### src/rtl/eep_rd_pkg.sv
package eep_rd_pkg;

  localparam int unsigned ADDR_W = 16;
  localparam int unsigned BYTE_W = 8;
  localparam int unsigned SUB_W  = 4;
  localparam int unsigned BIT_W  = $clog2(BYTE_W);

  localparam logic [BYTE_W-1:0] DEV_WR = 8'hA0;
  localparam logic [BYTE_W-1:0] DEV_RD = 8'hA1;

  typedef enum logic [2:0] {
    PH_IDLE,
    PH_START,
    PH_WBYTE,
    PH_RBYTE,
    PH_STOP
  } phase_e;

  typedef enum logic [2:0] {
    OP_SCL_HI,
    OP_SCL_LO,
    OP_SDA_HI,
    OP_SDA_LO,
    OP_OE_HI,
    OP_OE_LO,
    OP_SDA_TX
  } pin_op_e;

  typedef struct packed {
    logic scl;
    logic sda;
    logic oe;
  } pins_t;

  // pin operation performed on entry to a given step
  function automatic pin_op_e step_op(phase_e ph, logic [SUB_W-1:0] sub);
    pin_op_e op;
    op = OP_SCL_LO;
    case (ph)
      PH_START: begin
        case (sub)
          4'd0:    op = OP_SDA_HI;
          4'd1:    op = OP_OE_HI;
          4'd2:    op = OP_SCL_HI;
          4'd3:    op = OP_SDA_LO;
          default: op = OP_SCL_LO;
        endcase
      end
      PH_WBYTE: begin
        case (sub)
          4'd0:    op = OP_SDA_LO;
          4'd1:    op = OP_OE_HI;
          4'd2:    op = OP_SDA_TX;
          4'd3:    op = OP_SCL_HI;
          4'd4:    op = OP_SCL_LO;
          4'd5:    op = OP_SDA_LO;
          4'd6:    op = OP_OE_LO;
          4'd7:    op = OP_SCL_HI;
          default: op = OP_SCL_LO;
        endcase
      end
      PH_RBYTE: op = (sub == 4'd0) ? OP_SCL_HI : OP_SCL_LO;
      PH_STOP: begin
        case (sub)
          4'd0:    op = OP_SDA_LO;
          4'd1:    op = OP_OE_HI;
          4'd2:    op = OP_SCL_HI;
          4'd3:    op = OP_SDA_HI;
          default: op = OP_SCL_LO;
        endcase
      end
      default: op = OP_SCL_LO;
    endcase
    return op;
  endfunction

  // steps whose last cycle samples the data input
  function automatic logic step_samples(phase_e ph, logic [SUB_W-1:0] sub);
    return ((ph == PH_WBYTE) && (sub == 4'd7)) ||
           ((ph == PH_RBYTE) && (sub == 4'd0));
  endfunction

  function automatic pins_t apply_op(pins_t p, pin_op_e op, logic txb);
    pins_t r;
    r = p;
    case (op)
      OP_SCL_HI: r.scl = 1'b1;
      OP_SCL_LO: r.scl = 1'b0;
      OP_SDA_HI: r.sda = 1'b1;
      OP_SDA_LO: r.sda = 1'b0;
      OP_OE_HI:  r.oe  = 1'b1;
      OP_OE_LO:  r.oe  = 1'b0;
      OP_SDA_TX: r.sda = txb;
      default:   r = p;
    endcase
    return r;
  endfunction

endpackage

### src/rtl/eep_step_timer.sv
module eep_step_timer #(
  parameter int unsigned STEP_CYCLES = 100
) (
  input  logic clk,
  input  logic rst_n,
  input  logic load_i,
  output logic expire_o
);

  localparam int unsigned CW = (STEP_CYCLES > 1) ? $clog2(STEP_CYCLES) : 1;
  localparam logic [CW-1:0] RELOAD = CW'(STEP_CYCLES - 1);

  logic [CW-1:0] cnt_q;

  always_ff @(posedge clk or negedge rst_n) begin
    if (!rst_n) begin
      cnt_q <= '0;
    end else if (load_i) begin
      cnt_q <= RELOAD;
    end else if (cnt_q != '0) begin
      cnt_q <= cnt_q - 1'b1;
    end
  end

  assign expire_o = (cnt_q == '0);

endmodule

### src/rtl/eep_step_seq.sv
module eep_step_seq
  import eep_rd_pkg::*;
(
  input  logic              clk,
  input  logic              rst_n,
  input  logic              kick_i,
  input  logic              adv_i,
  input  logic [ADDR_W-1:0] addr_i,
  input  logic              sda_i,
  output pin_op_e           op_o,
  output logic              txbit_o,
  output logic              samp_o,
  output logic              fin_o,
  output logic [BYTE_W-1:0] rx_o,
  output logic              nack_o
);

  phase_e            ph_q, n_ph;
  logic [SUB_W-1:0]  sub_q, n_sub;
  logic [BIT_W-1:0]  bit_q, n_bit;
  logic [1:0]        idx_q, n_idx;
  logic              ack_q;
  logic [BYTE_W-1:0] rx_q;
  logic [BYTE_W-1:0] tx_n;

  function automatic logic [BYTE_W-1:0] tx_byte(logic [1:0] i, logic [ADDR_W-1:0] a);
    case (i)
      2'd0:    return DEV_WR;
      2'd1:    return a[ADDR_W-1 -: BYTE_W];
      2'd2:    return a[BYTE_W-1:0];
      default: return DEV_RD;
    endcase
  endfunction

  always_comb begin
    n_ph  = ph_q;
    n_sub = sub_q;
    n_bit = bit_q;
    n_idx = idx_q;
    fin_o = 1'b0;
    if (kick_i) begin
      n_ph  = PH_START;
      n_sub = '0;
      n_idx = 2'd0;
      n_bit = BIT_W'(BYTE_W - 1);
    end else if (adv_i) begin
      unique case (ph_q)
        PH_START: begin
          if (sub_q == 4'd4) begin
            n_ph  = PH_WBYTE;
            n_sub = '0;
            n_bit = BIT_W'(BYTE_W - 1);
          end else begin
            n_sub = sub_q + 4'd1;
          end
        end
        PH_WBYTE: begin
          case (sub_q)
            4'd4: begin
              if (bit_q == '0) begin
                n_sub = 4'd5;
              end else begin
                n_sub = 4'd2;
                n_bit = bit_q - 1'b1;
              end
            end
            4'd8: begin
              n_sub = '0;
              n_bit = BIT_W'(BYTE_W - 1);
              if (ack_q) begin
                n_ph = PH_STOP;
              end else if (idx_q == 2'd2) begin
                n_ph  = PH_START;
                n_idx = 2'd3;
              end else if (idx_q == 2'd3) begin
                n_ph = PH_RBYTE;
              end else begin
                n_idx = idx_q + 2'd1;
              end
            end
            default: n_sub = sub_q + 4'd1;
          endcase
        end
        PH_RBYTE: begin
          if (sub_q == 4'd1) begin
            n_sub = '0;
            if (bit_q == '0) begin
              n_ph = PH_STOP;
            end else begin
              n_bit = bit_q - 1'b1;
            end
          end else begin
            n_sub = 4'd1;
          end
        end
        PH_STOP: begin
          if (sub_q == 4'd4) begin
            n_ph  = PH_IDLE;
            n_sub = '0;
            fin_o = 1'b1;
          end else begin
            n_sub = sub_q + 4'd1;
          end
        end
        default: begin
          n_ph  = PH_IDLE;
          n_sub = '0;
        end
      endcase
    end
  end

  assign tx_n    = tx_byte(n_idx, addr_i);
  assign txbit_o = tx_n[n_bit];
  assign op_o    = step_op(n_ph, n_sub);
  assign samp_o  = adv_i & step_samples(ph_q, sub_q);

  always_ff @(posedge clk or negedge rst_n) begin
    if (!rst_n) begin
      ph_q  <= PH_IDLE;
      sub_q <= '0;
      bit_q <= '0;
      idx_q <= '0;
      ack_q <= 1'b0;
      rx_q  <= '0;
    end else begin
      ph_q  <= n_ph;
      sub_q <= n_sub;
      bit_q <= n_bit;
      idx_q <= n_idx;
      if (kick_i) begin
        ack_q <= 1'b0;
        rx_q  <= '0;
      end else if (samp_o) begin
        if (ph_q == PH_WBYTE) ack_q <= sda_i;
        else                  rx_q  <= {rx_q[BYTE_W-2:0], sda_i};
      end
    end
  end

  assign rx_o   = rx_q;
  assign nack_o = ack_q;

  // a missing acknowledge leads straight into the stop
  assert_stop_after_nack_R8: assert property (@(posedge clk) disable iff (!rst_n)
    (adv_i && ph_q == PH_WBYTE && sub_q == 4'd8 && ack_q) |=> (ph_q == PH_STOP && sub_q == '0));

endmodule

### src/rtl/eep_pin_drv.sv
module eep_pin_drv
  import eep_rd_pkg::*;
(
  input  logic    clk,
  input  logic    rst_n,
  input  logic    load_i,
  input  pin_op_e op_i,
  input  logic    txbit_i,
  output logic    scl_o,
  output logic    sda_o,
  output logic    oe_o
);

  pins_t pins_q;

  always_ff @(posedge clk or negedge rst_n) begin
    if (!rst_n) begin
      pins_q <= '0;
    end else if (load_i) begin
      pins_q <= apply_op(pins_q, op_i, txbit_i);
    end
  end

  assign scl_o = pins_q.scl;
  assign sda_o = pins_q.sda;
  assign oe_o  = pins_q.oe;

endmodule

### src/rtl/eep_rand_reader.sv
module eep_rand_reader
  import eep_rd_pkg::*;
#(
  parameter int unsigned STEP_CYCLES = 100
) (
  input  logic              clk,
  input  logic              rst_n,
  input  logic              start_i,
  input  logic [ADDR_W-1:0] addr_i,
  output logic              busy_o,
  output logic              done_o,
  output logic [BYTE_W-1:0] rdata_o,
  output logic              err_o,
  output logic              scl_o,
  output logic              sda_o,
  output logic              sda_oe_o,
  input  logic              sda_i
);

  logic              busy_q, done_q;
  logic [ADDR_W-1:0] addr_q;
  logic              accept, adv, expire, fin, load_pins, samp, txbit_n, nack;
  pin_op_e           op_n;
  logic [BYTE_W-1:0] rx;

  assign accept    = start_i & ~busy_q;
  assign adv       = busy_q & expire;
  assign load_pins = accept | (adv & ~fin);

  always_ff @(posedge clk or negedge rst_n) begin
    if (!rst_n) begin
      busy_q <= 1'b0;
      done_q <= 1'b0;
      addr_q <= '0;
    end else begin
      done_q <= fin;
      if (accept) begin
        busy_q <= 1'b1;
        addr_q <= addr_i;
      end else if (fin) begin
        busy_q <= 1'b0;
      end
    end
  end

  eep_step_timer #(.STEP_CYCLES(STEP_CYCLES)) u_tmr (
    .clk      (clk),
    .rst_n    (rst_n),
    .load_i   (load_pins),
    .expire_o (expire)
  );

  eep_step_seq u_seq (
    .clk     (clk),
    .rst_n   (rst_n),
    .kick_i  (accept),
    .adv_i   (adv),
    .addr_i  (addr_q),
    .sda_i   (sda_i),
    .op_o    (op_n),
    .txbit_o (txbit_n),
    .samp_o  (samp),
    .fin_o   (fin),
    .rx_o    (rx),
    .nack_o  (nack)
  );

  eep_pin_drv u_pins (
    .clk     (clk),
    .rst_n   (rst_n),
    .load_i  (load_pins),
    .op_i    (op_n),
    .txbit_i (txbit_n),
    .scl_o   (scl_o),
    .sda_o   (sda_o),
    .oe_o    (sda_oe_o)
  );

  assign busy_o  = busy_q;
  assign done_o  = done_q;
  assign rdata_o = rx;
  assign err_o   = nack;

  assert_done_pulse_R10: assert property (@(posedge clk) disable iff (!rst_n)
    done_o |=> !done_o);

  assert_done_idle_R10: assert property (@(posedge clk) disable iff (!rst_n)
    done_o |-> !busy_o);

  assert_step_hold_R9: assert property (@(posedge clk) disable iff (!rst_n)
    (busy_q && !expire) |=> ($stable(scl_o) && $stable(sda_o) && $stable(sda_oe_o)));

  assert_sample_released_R4: assert property (@(posedge clk) disable iff (!rst_n)
    samp |-> !sda_oe_o);

  assert_busy_start_ignored_R11: assert property (@(posedge clk) disable iff (!rst_n)
    (busy_q && start_i) |=> (addr_q == $past(addr_q)));

endmodule

### config.mk
export PLATFORM = sky130hd
export DESIGN_NAME = eep_rand_reader
export DESIGN_NICKNAME = d
export VERILOG_FILES = /design/src/rtl/eep_rd_pkg.sv /design/src/rtl/eep_step_timer.sv /design/src/rtl/eep_step_seq.sv /design/src/rtl/eep_pin_drv.sv /design/src/rtl/eep_rand_reader.sv
export SDC_FILE = /design/constraint.sdc
export NUM_CORES = 1
export LEC_CHECK = 0
export BUFFER_PORTS_ARGS = -buffer_cell sky130_fd_sc_hd__buf_2
export CELL_PAD_IN_SITES_DETAIL_PLACEMENT = 1
export CELL_PAD_IN_SITES_GLOBAL_PLACEMENT = 1
export CORE_UTILIZATION = 40
export CTS_CLUSTER_SIZE = 28
export DETAILED_ROUTE_END_ITERATION = 7
export PLACE_DENSITY = 0.77
export SKIP_LAST_GASP = 1
export SYNTH_ARGS = -nofsm -noshare
export SYNTH_HDL_FRONTEND = slang
export SYNTH_SLANG_ARGS = --single-unit
### constraint.sdc
create_clock -name clk -period 3.06 [get_ports clk]
set_input_delay 0.306 -clock clk [delete_from_list [all_inputs] [get_ports clk]]
set_output_delay 0.306 -clock clk [all_outputs]
set_load 0.05 [all_outputs]
After elaboration in Yosys (flattened, before gate mapping). Memory sizes are Yosys's and may differ from the RTL's. Cells that the tools add are included.

Bitwise gates (word level): 7. Order comparisons: 1. Mux-type cells: 57. Equality and inequality tests: 26. Reduce and logical (&&, ||, !) cells: 23. $add $sub $neg: 4.

Operator list (number): $mux 3 (17); $pmux 3 s4 (4); $mux 8 (3); $pmux 8 s3 (1); $eq 3x2->1 const B (6); $eq 3x3->1 const B (5); $mux 2 (7); $mux 7 (2); $mux 1 (12); $mux 4 (3); $pmux 4 s3 (1); $reduce_bool 2->1 (6); $reduce_and 2->1 (5); $eq 3x1->1 const B (3); $pmux 3 s3 (1); $eq 4x1->1 const B (2); $eq 4x2->1 const B (2); $eq 4x3->1 const B (2); $logic_not 4->1 (2); $pmux 4 s2 (1); $logic_not 7->1 (1); $reduce_bool 7->1 (1); $sub 7x1->7 const B (1); $eq 2x2->1 const B (3); other kinds (20) (27).

ROM bits: 24. Register bits: 49. Memories: 1.

Memory list: (name not given) (words 8, bits a word 3, rd ports 1, clocked after Yosys merged registers in 0, wr ports 0, RTL line eep_rd_pkg.sv:50) `case (sub)`.

Logic depth before layout (Yosys ltp). Gate-level depths: netlist (run 1).

Depth after elaboration: 13. Mapped depth: 17.

Cells and area by module. Synthesis (run 1) repeated with hierarchy kept, for this count alone.

Cell total of the unflattened synthesis: 360. Area, all modules: 3425.8 µm².

Modules (own cells, without submodules): eep_step_seq (area each 2174.6 µm², cells each 266, times used 1); eep_rand_reader (area each 710.7 µm², cells each 41, times used 1); eep_step_timer (area each 376.6 µm², cells each 39, times used 1); eep_pin_drv (area each 163.9 µm², cells each 14, times used 1).

Worst setup path after synthesis (run 1). No wires, ideal clock.

Path type: reg2reg. Start point: register busy_q, in the netlist busy_o. End point: register u_pins.pins_q, in the netlist u_pins.sda_o. Setup time: 0.121 ns. Arrival: 3.101 ns. Slack: -0.162 ns. Data required time: 2.939 ns. Path buffers: 3. Cell stages (with the launch flop): 12. Cells stage by stage: dfrtp_1 > nand2b_1 > clkbuf_1 > clkbuf_1 > clkbuf_1 > nand2_1 > ha_1 > nor4_1 > mux2i_1 > o31ai_1 > o211ai_1 > a22o_1.

Longest elaborated chain between the ends: 9.

Ends and longest elaborated chain: start, declared (RTL line eep_rand_reader.sv:20) `logic busy_q, done_q;`; start signal, assigned (RTL line eep_rand_reader.sv:32) `busy_q <= 1'b0;`; start signal, assigned (RTL line eep_rand_reader.sv:38) `busy_q <= 1'b1;`; start signal, assigned (RTL line eep_rand_reader.sv:41) `busy_q <= 1'b0;`; $and 1x1->1 / $not 1->1 (equally long branches) (RTL line eep_rand_reader.sv:27, eep_rand_reader.sv:26); $mux 4 / $and 1x1->1 (equally long branches) (RTL line eep_step_seq.sv:46, eep_rand_reader.sv:26); $mux 4 (RTL line eep_step_seq.sv:41) `if (kick_i) begin`; $mem_v2 8x3 (tied with other cells); $mux 3 (tied with other cells) (RTL line eep_rd_pkg.sv:50); $pmux 3 s4 (RTL line eep_rd_pkg.sv:39) `case (ph)`; $eq 3x2->1 / $eq 3x3->1 (equally long branches) (RTL line eep_rd_pkg.sv:86) `case (op)`; $reduce_bool 3->1 (no source line); $reduce_and 2->1 (no source line); end signal, assigned (RTL line eep_pin_drv.sv:20) `pins_q <= apply_op(pins_q, op_i, txbit_i);`; end, declared (RTL line eep_pin_drv.sv:14) `pins_t pins_q;`.

Several ways; a longest one is shown, not always the timed one. The select of a mux whose other input is x is not followed. A chain may end at the register's enable or synchronous reset.

Worst setup path in the final report (run 1).
Start point: register u_seq.sub_q[1]. End point: register u_pins.pins_q, in the netlist u_pins.oe_o.

Longest elaborated chain between the ends: 11.

Ends and longest elaborated chain: start, declared (RTL line eep_step_seq.sv:19) `logic [SUB_W-1:0] sub_q, n_sub;`; start signal, assigned (RTL line eep_step_seq.sv:128) `sub_q <= n_sub;`; $eq 4x4->1 (tied with other cells) (RTL line eep_step_seq.sv:58) `case (sub_q)`; $pmux 4 s2 (tied with other cells) (RTL line eep_step_seq.sv:58); $pmux 4 s3 * (RTL line eep_step_seq.sv:47) `unique case (ph_q)`; $mux 4 * (RTL line eep_step_seq.sv:46) `end else if (adv_i) begin`; $mux 4 * (RTL line eep_step_seq.sv:41); named net u_seq.n_sub[0] (RTL line eep_step_seq.sv:19); $mem_v2 8x3 (tied with other cells); $mux 3 (tied with other cells) (RTL line eep_rd_pkg.sv:50); $pmux 3 s4 * (RTL line eep_rd_pkg.sv:39); $eq 3x3->1 (RTL line eep_rd_pkg.sv:86); $reduce_bool 2->1 (no source line); $reduce_and 2->1 (no source line).

The timed path passes the listed nets; every way through them passes the cells marked *.

==> results of run 1 <==
[synthesized netlist by cell type, types with 3 or more instances]
| cell type | number | area share, % |
|---|---|---|
| o31ai_1 | 5 | 1.1 |
| inv_1 | 17 | 1.9 |
| nor2_1 | 23 | 2.5 |
| xnor2_1 | 5 | 1.3 |
| dfrtp_1 | 49 | 36 |
| nor3b_1 | 4 | 0.89 |
| mux2i_1 | 9 | 2.7 |
| and3_1 | 4 | 0.74 |
| nor3_2 | 3 | 0.89 |
| nand2b_1 | 6 | 1.1 |
| o22ai_1 | 4 | 0.74 |
| o211ai_1 | 5 | 1.1 |
| nor4bb_1 | 3 | 0.89 |
| o2111ai_1 | 3 | 0.78 |
| buf_2 | 9 | 1.3 |
| nor2b_1 | 8 | 1.5 |
| nand4b_1 | 3 | 0.78 |
| nor4_1 | 4 | 0.74 |
| a31oi_1 | 5 | 0.92 |
| ha_1 | 12 | 4.4 |
| clkbuf_1 | 11 | 1.2 |
| nand3b_1 | 7 | 1.6 |
| o21ai_0 | 17 | 2.5 |
| a22o_1 | 3 | 0.78 |
| buf_1 | 3 | 0.33 |
| a21oi_1 | 9 | 1.3 |
| a311oi_1 | 3 | 0.78 |
| nor3_1 | 10 | 1.5 |
| nand3_1 | 16 | 2.4 |
| nand2_1 | 96 | 11 |
[critical path, stage by stage, from the launching register on]
cell	delay, ns
dfrtp_1	0.42
inv_2	0.12
ha_4	0.15
or3b_4	0.39
a21oi_2	0.15
o22ai_2	0.10
a32o_2	0.26
buf_6	0.13
ha_1	0.19
or2_2	0.32
a22o_4	0.25
nor3_2	0.11
mux2_1	0.33
[power groups by stage]
stage,clock network [mW],registers (mW),logic (mW)
after floorplan,0,0.678,0.0218
after global placement,0,0.682,0.0509
after detailed placement,0,0.683,0.0535
after CTS,0.491,0.670,0.0542
after global routing,0.521,0.672,0.0609
final,0.480,0.670,0.0522
[registers in the layout, indices dropped and copies added (netlist names), 2 cells and up]
name         count
u_seq.rx_o       8
u_seq.sub_q      4
u_tmr.cnt_q      7
addr_q          16
u_seq.bit_q      3
u_seq.idx_q      2
u_seq.ph_q       3
[per-stage QoR]
step / setup TNS (ns) / worst slack, ns / hold WS [ns] / util, %
after floorplan: 0 / 0.00412 / 0.0104 / -
after global placement: 0 / 0.0184 / 0.425 / 48.3
after detailed placement: -0.141 / -0.141 / 0.430 / 48.3
after CTS: 0 / 0.00638 / 0.0946 / 50.2
after global routing: -0.299 / -0.107 / 0.122 / 52.8
final: 0 / 0.0258 / 0.0489 / 52.8
[area by class of cell]
cell class,instances,area (um^2)
sequential,49,1230
inverter,17,63.8
timing repair buffer,90,597
clock inverter,3,43.8
clock buffer,5,68.8
tap,105,131
multi-input combinational,318,2210
fill,987,3880
[layer usage]
layer | wire length [um] | vias to the layer above
met5 | 0 | -
met4 | 285 | 0
met3 | 481 | 31
met2 | 5510 | 102
met1 | 5080 | 1687
li1 | - | 1581
[what timing repair did]
item                                    CTS  global route
endpoints found under the setup margin    3             3
setup buffers                             3             4
pin swaps                                 2            14
hold endpoints to repair                  0             0
gates resized for setup                   7            43
[worst paths after layout]
check | from | end | slack, ns | cells past startpoint
worst max register to register | u_seq.sub_q[1] | u_pins.oe_o | 0.03 | 12
worst max-delay path | u_seq.sub_q[1] | u_pins.oe_o | 0.03 | 12
worst min-delay path | rst_n | u_seq.ph_q[0] | 0.05 | 1
min in group clk | addr_i[4] | addr_q[4] | 0.18 | 3
max in group asynchronous | rst_n | u_seq.ph_q[2] | 2.24 | 2
worst min register to register | u_pins.oe_o | u_pins.oe_o | 0.50 | 1
[kinds of logic after synthesis]
family                   count (synthesis)  share of synthesized area, %
XOR/XNOR                                 7                          1.81
AND/OR/NAND/NOR                        209                          32.2
flip-flops                              49                          36.2
multiplexers                            11                          3.32
adder cells (fa/ha/maj)                 12                          4.43
buffers and inverters                   40                          4.76
AO/OA/AOI/OAI                           79                          17.3
==> results.md, run 1 <==
* Port bufs at 33
* Final Hold Violating Endpoints at 0
* Initial Utilization at 41.3%
* Internal power at 925 uW
* M3 GR Usage at 4.61%
* Final setup viols at 0
* DR vias/cell at 5.79
* Post-Syn Nets at 439
* WP data arrival at 3.23 ns
* Clock Pin Slew Worst Setup and Hold Paths at 0.09 ns
* Drt pass-1 iters at 5
* Sequential share of power at 55.7%
* Routed Antenna Nets at 0
* H-tree levels at 2
* Layout cell share with drive strength beyond 1 at 32.2%
* Site Rows at 33
* Max-Cap Viols at 0
* Sw Ratio at 23.1%
* Post-DP HPWL at 7930 um
* Cell Pwr Density at 277 nW/um^2
* Root Driver: clkbuf_8
* Combinational share of power at 4.3%
* Setup crit start kind: flip-flop
* Gr ovfl total at 0
* Post-Route WL at 11400 um
* Synthesized area per cell at 8.33 um^2
* Met2 Use GR at 42.6%
* Total power at 1.20 mW
* Most common cell after layout, fill and taps aside: nand2_1
* Drt initial violations at 217
* CORE AREA at 8220 um^2
* Gpl congestion at 0.897
* Wirelength per Cell at 19.4 um
* Leakage power at 2.03 nW
* Maximum root-to-sink buffer count at 2
* Sequential area share after synthesis at 36.2%
* Via Count at 3401
* Die Height at 94.1 um
* First-pass GRT wire length at 17400 um
* Post-layout min period at 3.03 ns
* Kind of critical path: reg -> reg
* Headroom to the max-slew limit at 46.1%
* Crit. End Element: flip-flop
* Worst Hold Class: in -> async
* Setup repair after global routing missed its margin: yes
* Worst-path fanout max at 4
* Post-route cell area at 4340 um^2
* Top FF cell, synth: dfrtp_1
* Max-slew violation count at 0
* Worst vdd ir at 0.000327 V
* Die W at 94.1 um
* Placement Cell Area at 3970 um^2
* Drc violations at 0
* P&R area growth vs syn at 28.1%
* Routing usage on met1 at 33.1%
* Gr busiest metal: met2
* CTS buffer count at 5
* Clock Power Share at 40.0%
* Fin crit share at 99.2%
* Switching pwr at 278 uW
* CTS sink cnt at 49
* Nets at 513
* Clock skew at 0.00529 ns
* YS warnings at 0
* Req. time, crit path at 3.26 ns
* Post-Syn Area at 3390 um^2
* Final Non-Filler Cells at 587
* Slew at the pin closest to its max-slew limit at 0.800 ns
* Post-synth EDFFs at 0
* Worst-Skew Late Latency at 0.31 ns
* Most frequent cells in the layout: nand2_1 (93), buf_4 (56), dfrtp_1 (47)
* Outcome: finished, final reports clean
* Placed Cells at 572
* Io pins at 34
* Async set-reset flop share out of synthesis at 100%
* Hold-fix buffers, CTS at 0
* Largest net degree at the start of global routing at 33
* Initial antenna violation count at 0
* Cells after Synth at 407
* #FFs+latches synth at 49
* ANT cells at 0
* Max Freq at 0.330 GHz
* Vias in the first global route at 3503
* Unique cell type count in the Yosys netlist at 68
* Tot GR Track Use at 25.4%
* Area of the die at 8850 um^2
* CTS tree: yes
(Power assumes the default switching activity.)
==> inputs of run 2 (changes only) <==
- PLACE_DENSITY: 0.77 -> 0.74
- SETUP_SLACK_MARGIN: not set -> 0.1
- clock period: 3.06 -> 3.7 ns (I/O delays scaled with it)
==> run 2 against run 1 <==
- sequential power decreased by 17%
- sequential share of layout area increased by 3.7 points
- register-to-register slack improved by 0.37 ns
- setup slack improved by 0.37 ns
- fmax decreased by 8.2%
- clock power decreased by 17%
- via count decreased by 9.4%
- first-iteration DRC count increased by 17%
- global-route usage decreased by 1.8 points
- combinational power decreased by 19%
- largest cell class unchanged
- clock skew increased by 0.0028 ns
- sequential cell count unchanged
==> results.md, run 2 (same netlist as run 1, synthesis figures left out) <==
* Most frequent cells in the layout: nand2_1 (96), dfrtp_1 (48), buf_2 (33)
* Wirelength per Cell at 17.2 um (-11%)
* Top delay family on crit path: simple AND/OR/NAND/NOR gates
* Setup repair after global routing missed its margin: no
* Final Hold Violating Endpoints at 0 (unchanged)
* Largest net degree at the start of global routing at 50 (+52%)
* Area of the die at 8850 um^2 (unchanged)
* Final worst setup slack at 0.394 ns (+0.369 ns)
* First-pass GRT wire length at 16200 um (-6.7%)
* ANT cells at 0 (unchanged)
* Max-slew violation count at 0 (unchanged)
* Site Rows at 33 (unchanged)
* Via Count at 3081 (-9.4%)
* DR vias/cell at 5.65 (-2.4%)
* Io pins at 34 (unchanged)
* Fillcell total at 1007 (+2.0%)
* Worst path most repeated cell: nand2_1
* Routed Antenna Nets at 0 (unchanged)
* Worst vdd ir at 0.000141 V (-57%)
* Headroom to the max-slew limit at 56.1% (+10 points)
* Max-Cap Viols at 0 (unchanged)
* Die Height at 94.1 um (unchanged)
* Final Non-Filler Cells at 545 (-7.2%)
* Kind of critical path: reg -> reg
* Crit-path cells: or4_4 -> nor2_8 -> nand2_4 -> a21oi_1 -> o21ai_0 -> nand2_1 -> nand2_1 -> ha_1 -> nor4_2 -> mux2i_1 -> o31ai_2 -> o211ai_1 -> a22o_1
* Total power at 994 uW (-17%)
* Tot GR Track Use at 23.7% (-1.8 points)
* Leakage power at 1.79 nW (-12%)
* Gr ovfl total at 0 (unchanged)
* Worst path slowest cell: or4_4
* Gpl congestion at 0.857 (-4.4%)
* Post-Route WL at 9390 um (-17%)
* Drt initial violations at 254 (+17%)
* TNS Setup at 0 ns (unchanged)
* Critical path buffers and inverters at 0 (-2)
* H-tree levels at 2 (unchanged)
* Place WS at 0.254 ns (+0.396 ns)
* Placed Cells at 536 (-6.3%)
* Clock Pin Slew Worst Setup and Hold Paths at 0.10 ns (about the same)
* CTS tree: yes
* Top reg by flops: addr_q
* Nets at 471 (-8.2%)
* Max Freq at 0.303 GHz (-8.2%)
* Clock skew at 0.00809 ns (+0.00280 ns)
* Worst-Skew Late Latency at 0.31 ns (about the same)
* Die W at 94.1 um (unchanged)
* P&R area growth vs syn at 13.1%
* Layout cell share with drive strength beyond 1 at 18.4% (-14 points)
* Outcome: finished, final reports clean
* Fin crit share at 89.3% (-9.8 points)
* Maximum root-to-sink buffer count at 2 (unchanged)
* Max reg flops at 16 (unchanged)
* Worst-path fanout max at 5 (+1)
* Final hold slack at 0.145 ns (+0.0963 ns)
* Drc violations at 0 (unchanged)
* Initial antenna violation count at 0 (unchanged)
* Crit. End Element: flip-flop
* Post-DP HPWL at 6890 um (-13%)
* Most common cell after layout, fill and taps aside: nand2_1
* Setup crit start kind: flip-flop
* Drt pass-1 iters at 5 (unchanged)
* Vias in the first global route at 3140 (-10%)
* CTS sink cnt at 49 (unchanged)
* CP max stage delay at 0.62 ns (+0.20 ns)
* WP data arrival at 3.51 ns (+0.28 ns)
* Root Driver: clkbuf_8
* Port bufs at 33 (unchanged)
* Req. time, crit path at 3.90 ns (+0.64 ns)
* Worst Hold Class: in -> async
* Slew at the pin closest to its max-slew limit at 0.652 ns (-0.148 ns)
* CORE AREA at 8220 um^2 (unchanged)
* CTS buffer count at 5 (unchanged)
* Post-layout min period at 3.31 ns (+0.271 ns)
* Cell Pwr Density at 259 nW/um^2 (-6.4%)
* Final setup viols at 0 (unchanged)
* Initial Utilization at 41.3% (unchanged)
## run 2: cell count changes in the layout (fill, tap and decap cells not counted), sizes merged
cell / change
clkinvlp: +1
inv: -1
buf: -42
## run 2: metal layers
layer | global-route usage (%) | wire length (um)
met4 | 8.08 | 187
met5 | 0 | 0
met3 | 3.96 | 333
met1 | 34.2 | 4820
met2 | 35.5 | 4060
## run 2: what timing repair did
item | in CTS | in global routing
endpoints found under the setup margin | 0 | 3
buffers inserted | 0 | 1
resized for setup | 0 | 4
hold buffers | 0 | 0
## run 2: final timing paths
check                                from              to  slack, ns  cells after the start
max in group asynchronous           rst_n  u_seq.sub_q[3]       3.06                      2
setup reg to reg           u_tmr.cnt_q[4]    u_pins.sda_o       0.39                     13
setup / recovery           u_tmr.cnt_q[4]    u_pins.sda_o       0.39                     13
hold reg to reg                 addr_q[0]       addr_q[0]       0.47                      2
min in group clk                addr_i[7]       addr_q[7]       0.24                      3
hold / removal                      rst_n   u_seq.rx_o[5]       0.15                      2
## run 2: cell type report
| type | instances | area [um^2] | area share (%) |
|---|---|---|---|
| Tap cell | 105 | 131 | 3.43 |
| Multi-Input combinational cell | 318 | 2020 | 52.6 |
| Clock inverter | 3 | 46.3 | 1.21 |
| Timing Repair Buffer | 48 | 278 | 7.25 |
| Sequential cell | 49 | 1230 | 32.0 |
| Clock buffer | 5 | 68.8 | 1.80 |
| Inverter | 17 | 63.8 | 1.66 |
## run 2: per-stage QoR
step	area [um^2]	utilization, %
after floorplan	3390	-
after global placement	3700	45.0
after detailed placement	3700	45.0
after CTS	3810	46.4
after global routing	3830	46.7
final	3830	46.7
## run 2: power breakdown
group | switching [mW] | leakage [nW] | total, mW | internal (mW)
logic | 0.0253 | 1.17 | 0.0425 | 0.0172
registers | 0.00920 | 0.570 | 0.554 | 0.545
clock network | 0.195 | 0.0543 | 0.398 | 0.203
total | 0.230 | 1.79 | 0.994 | 0.764
==> inputs of run 3 (changes only) <==
==> constraint.sdc (replaced) <==
create_clock -name clk -period 3.7 [get_ports clk]
set_input_delay 0.74 -clock clk [delete_from_list [all_inputs] [get_ports clk]]
set_output_delay 0.74 -clock clk [all_outputs]
set_load 0.05 [all_outputs]
==> run 3 against run 2 <==
- final cell count grew 0.73%
- critical path depth down 1
- core utilization is 0.53 points higher
- total power rose by 7.4%
- setup slack worse by 0.026 ns
- sequential cell count unchanged
- wire length increased by 5.3%
- sequential power barely moved
- first-iteration DRC count down 48%
- sequential share of layout area decreased by 0.39 points
- largest cell class unchanged
- critical path type unchanged
- global-route usage increased by 0.48 points
==> results.md, run 3 (same netlist as run 1, synthesis figures left out) <==
* Outcome: finished, final reports clean
* Maximum root-to-sink buffer count at 2 (unchanged)
* Crit path from: u_seq.sub_q[0]
* Port bufs at 33 (unchanged)
* Drt pass-1 iters at 4 (-1)
* Top delay family on crit path: compound AO/OA/AOI/OAI gates
* Most frequent cells in the layout: nand2_1 (96), dfrtp_1 (49), buf_2 (33)
* Root Driver: clkbuf_8
* CP max stage delay at 0.57 ns (-0.05 ns)
* Top reg by flops: addr_q
* Critical path depth at 12 (-1)
* Via Count at 3134 (+1.7%)
* Drt initial violations at 131 (-48%)
* Max reg flops at 16 (unchanged)
* Nets at 475 (+0.85%)
* ANT cells at 0 (unchanged)
* P&R area growth vs syn at 14.4%
* Max-Cap Viols at 0 (unchanged)
* Total power at 1.07 mW (+7.4%)
* Vias in the first global route at 3126 (-0.45%)
* Initial antenna violation count at 0 (unchanged)
* Die Height at 94.1 um (unchanged)
* Site Rows at 33 (unchanged)
* DR vias/cell at 5.71 (+0.98%)
* CP endpoint: u_pins.scl_o
* Wirelength per Cell at 18.0 um (+4.5%)
* Post-Route WL at 9890 um (+5.3%)
* Worst-Skew Late Latency at 0.32 ns (about the same)
* WP data arrival at 3.54 ns (+0.03 ns)
* Drc violations at 0 (unchanged)
* Worst vdd ir at 0.000143 V (+1.7%)
* Fin crit share at 90.0% (+0.70 points)
* Most common cell after layout, fill and taps aside: nand2_1
* Headroom to the max-slew limit at 49.6% (-6.5 points)
* Hold-fix buffers, CTS at 0 (unchanged)
* Clock skew at 0.00764 ns (-0.000451 ns)
* R2R setup slack at 0.37 ns (-0.03 ns)
* CORE AREA at 8220 um^2 (unchanged)
* Setup crit start kind: flip-flop
* Setup repair after global routing missed its margin: no
* Cell Pwr Density at 275 nW/um^2 (+6.2%)
* Critical path buffers and inverters at 2 (+2)
* Max-slew violation count at 0 (unchanged)
* Io pins at 34 (unchanged)
* Leakage power at 1.83 nW (+2.2%)
* Gr ovfl total at 0 (unchanged)
* Slew at the pin closest to its max-slew limit at 0.748 ns (+0.0960 ns)
* First-pass GRT wire length at 16300 um (+0.38%)
* Crit. End Element: flip-flop
* Worst path slowest cell: a311oi_1
* Post-DP HPWL at 7230 um (+5.0%)
* R2R Path End: u_pins.scl_o
* Layout cell share with drive strength beyond 1 at 18.7% (+0.28 points)
* Tot GR Track Use at 24.2% (+0.48 points)
* Largest net degree at the start of global routing at 33 (-34%)
* Worst-path fanout max at 7 (+2)
* CTS tree: yes
* Die W at 94.1 um (unchanged)
* CTS buffer count at 5 (unchanged)
* Final Hold Violating Endpoints at 0 (unchanged)
* Clock Pin Slew Worst Setup and Hold Paths at 0.10 ns (about the same)
* H-tree levels at 2 (unchanged)
* Area of the die at 8850 um^2 (unchanged)
* Routed Antenna Nets at 0 (unchanged)
* Crit-path cells: inv_1 -> ha_1 -> nor4bb_1 -> buf_4 -> and3_1 -> a311oi_1 -> o21ai_4 -> xnor2_1 -> and4bb_1 -> a22o_1 -> nor3_2 -> mux2_1
* Max Freq at 0.300 GHz (-0.77%)
* RR Startpoint: u_seq.sub_q[0]
* Initial Utilization at 41.3% (unchanged)
* Kind of critical path: reg -> reg
* Req. time, crit path at 3.91 ns (about the same)
* Final core utilization at 47.2% (+0.53 points)
* TNS Setup at 0 ns (unchanged)
* Gpl congestion at 0.907 (+5.8%)
* R2R cell count at 12 (-1)
* Worst Hold Class: in -> async
* Final setup viols at 0 (unchanged)
* CTS sink cnt at 49 (unchanged)
* Post-layout min period at 3.33 ns (+0.0258 ns)
-- run 3: power breakdown --
part,total [mW],switching (mW),internal [mW]
sequential,0.554,0.00929,0.545
clock,0.471,0.199,0.272
combinational,0.0426,0.0253,0.0172
total,1.07,0.233,0.834
-- run 3: repair_timing --
item,in CTS,in global routing
endpoints found under the setup margin,0,1
setup buffers,0,0
resized for setup,0,2
hold endpoints to repair,0,0
-- run 3: stage by stage --
step / hold WS (ns) / std cells / setup WS, ns / instance area (um^2)
floorplan: 0.437 / 407 / 0.478 / 3390
global placement: 0.453 / 541 / 0.483 / 3730
detailed placement: 0.461 / 541 / 0.388 / 3730
CTS: 0.482 / 549 / 0.267 / 3870
global route: 0.507 / 549 / 0.126 / 3880
finish: 0.472 / 549 / 0.369 / 3880
-- run 3: how the worst min path moves through the flow --
stage / startpoint / slack (ns) / endpoint
6_report: rst_n / 0.47 / u_seq.rx_o[5]
5_1_grt: addr_q[0] / 0.51 / addr_q[0]
4_1_cts: addr_q[0] / 0.48 / addr_q[0]
3_5_place_dp: addr_q[0] / 0.46 / addr_q[0]
3_3_place_gp: addr_q[0] / 0.45 / addr_q[0]
2_1_floorplan: rst_n / 0.44 / addr_q[0]
-- run 3: metal layers --
| metal | track usage [%] | vias up | routed length (um) |
|---|---|---|---|
| met3 | 3.80 | 13 | 271 |
| met1 | 33.9 | 1551 | 4870 |
| met2 | 38.4 | 52 | 4580 |
| li1 | - | 1518 | - |
| met5 | 0 | - | 0 |
| met4 | 6.79 | 0 | 167 |
-- run 3: final cells by class --
| class | count | area (um^2) |
|---|---|---|
| Tap cell | 105 | 131 |
| Multi-Input combinational cell | 318 | 2010 |
| Clock inverter | 3 | 68.8 |
| Timing Repair Buffer | 52 | 308 |
| Sequential cell | 49 | 1230 |
| Fill cell | 1001 | 4340 |
| Inverter | 17 | 63.8 |
| Clock buffer | 5 | 68.8 |
-- run 3: worst reg2reg max path, stage by stage (launching register included) --
cell      delay, ns
dfrtp_1        0.48
inv_1          0.08
ha_1           0.29
nor4bb_1       0.16
buf_4          0.17
and3_1         0.19
a311oi_1       0.57
o21ai_4        0.15
xnor2_1        0.15
and4bb_1       0.22
a22o_1         0.27
nor3_2         0.17
mux2_1         0.33
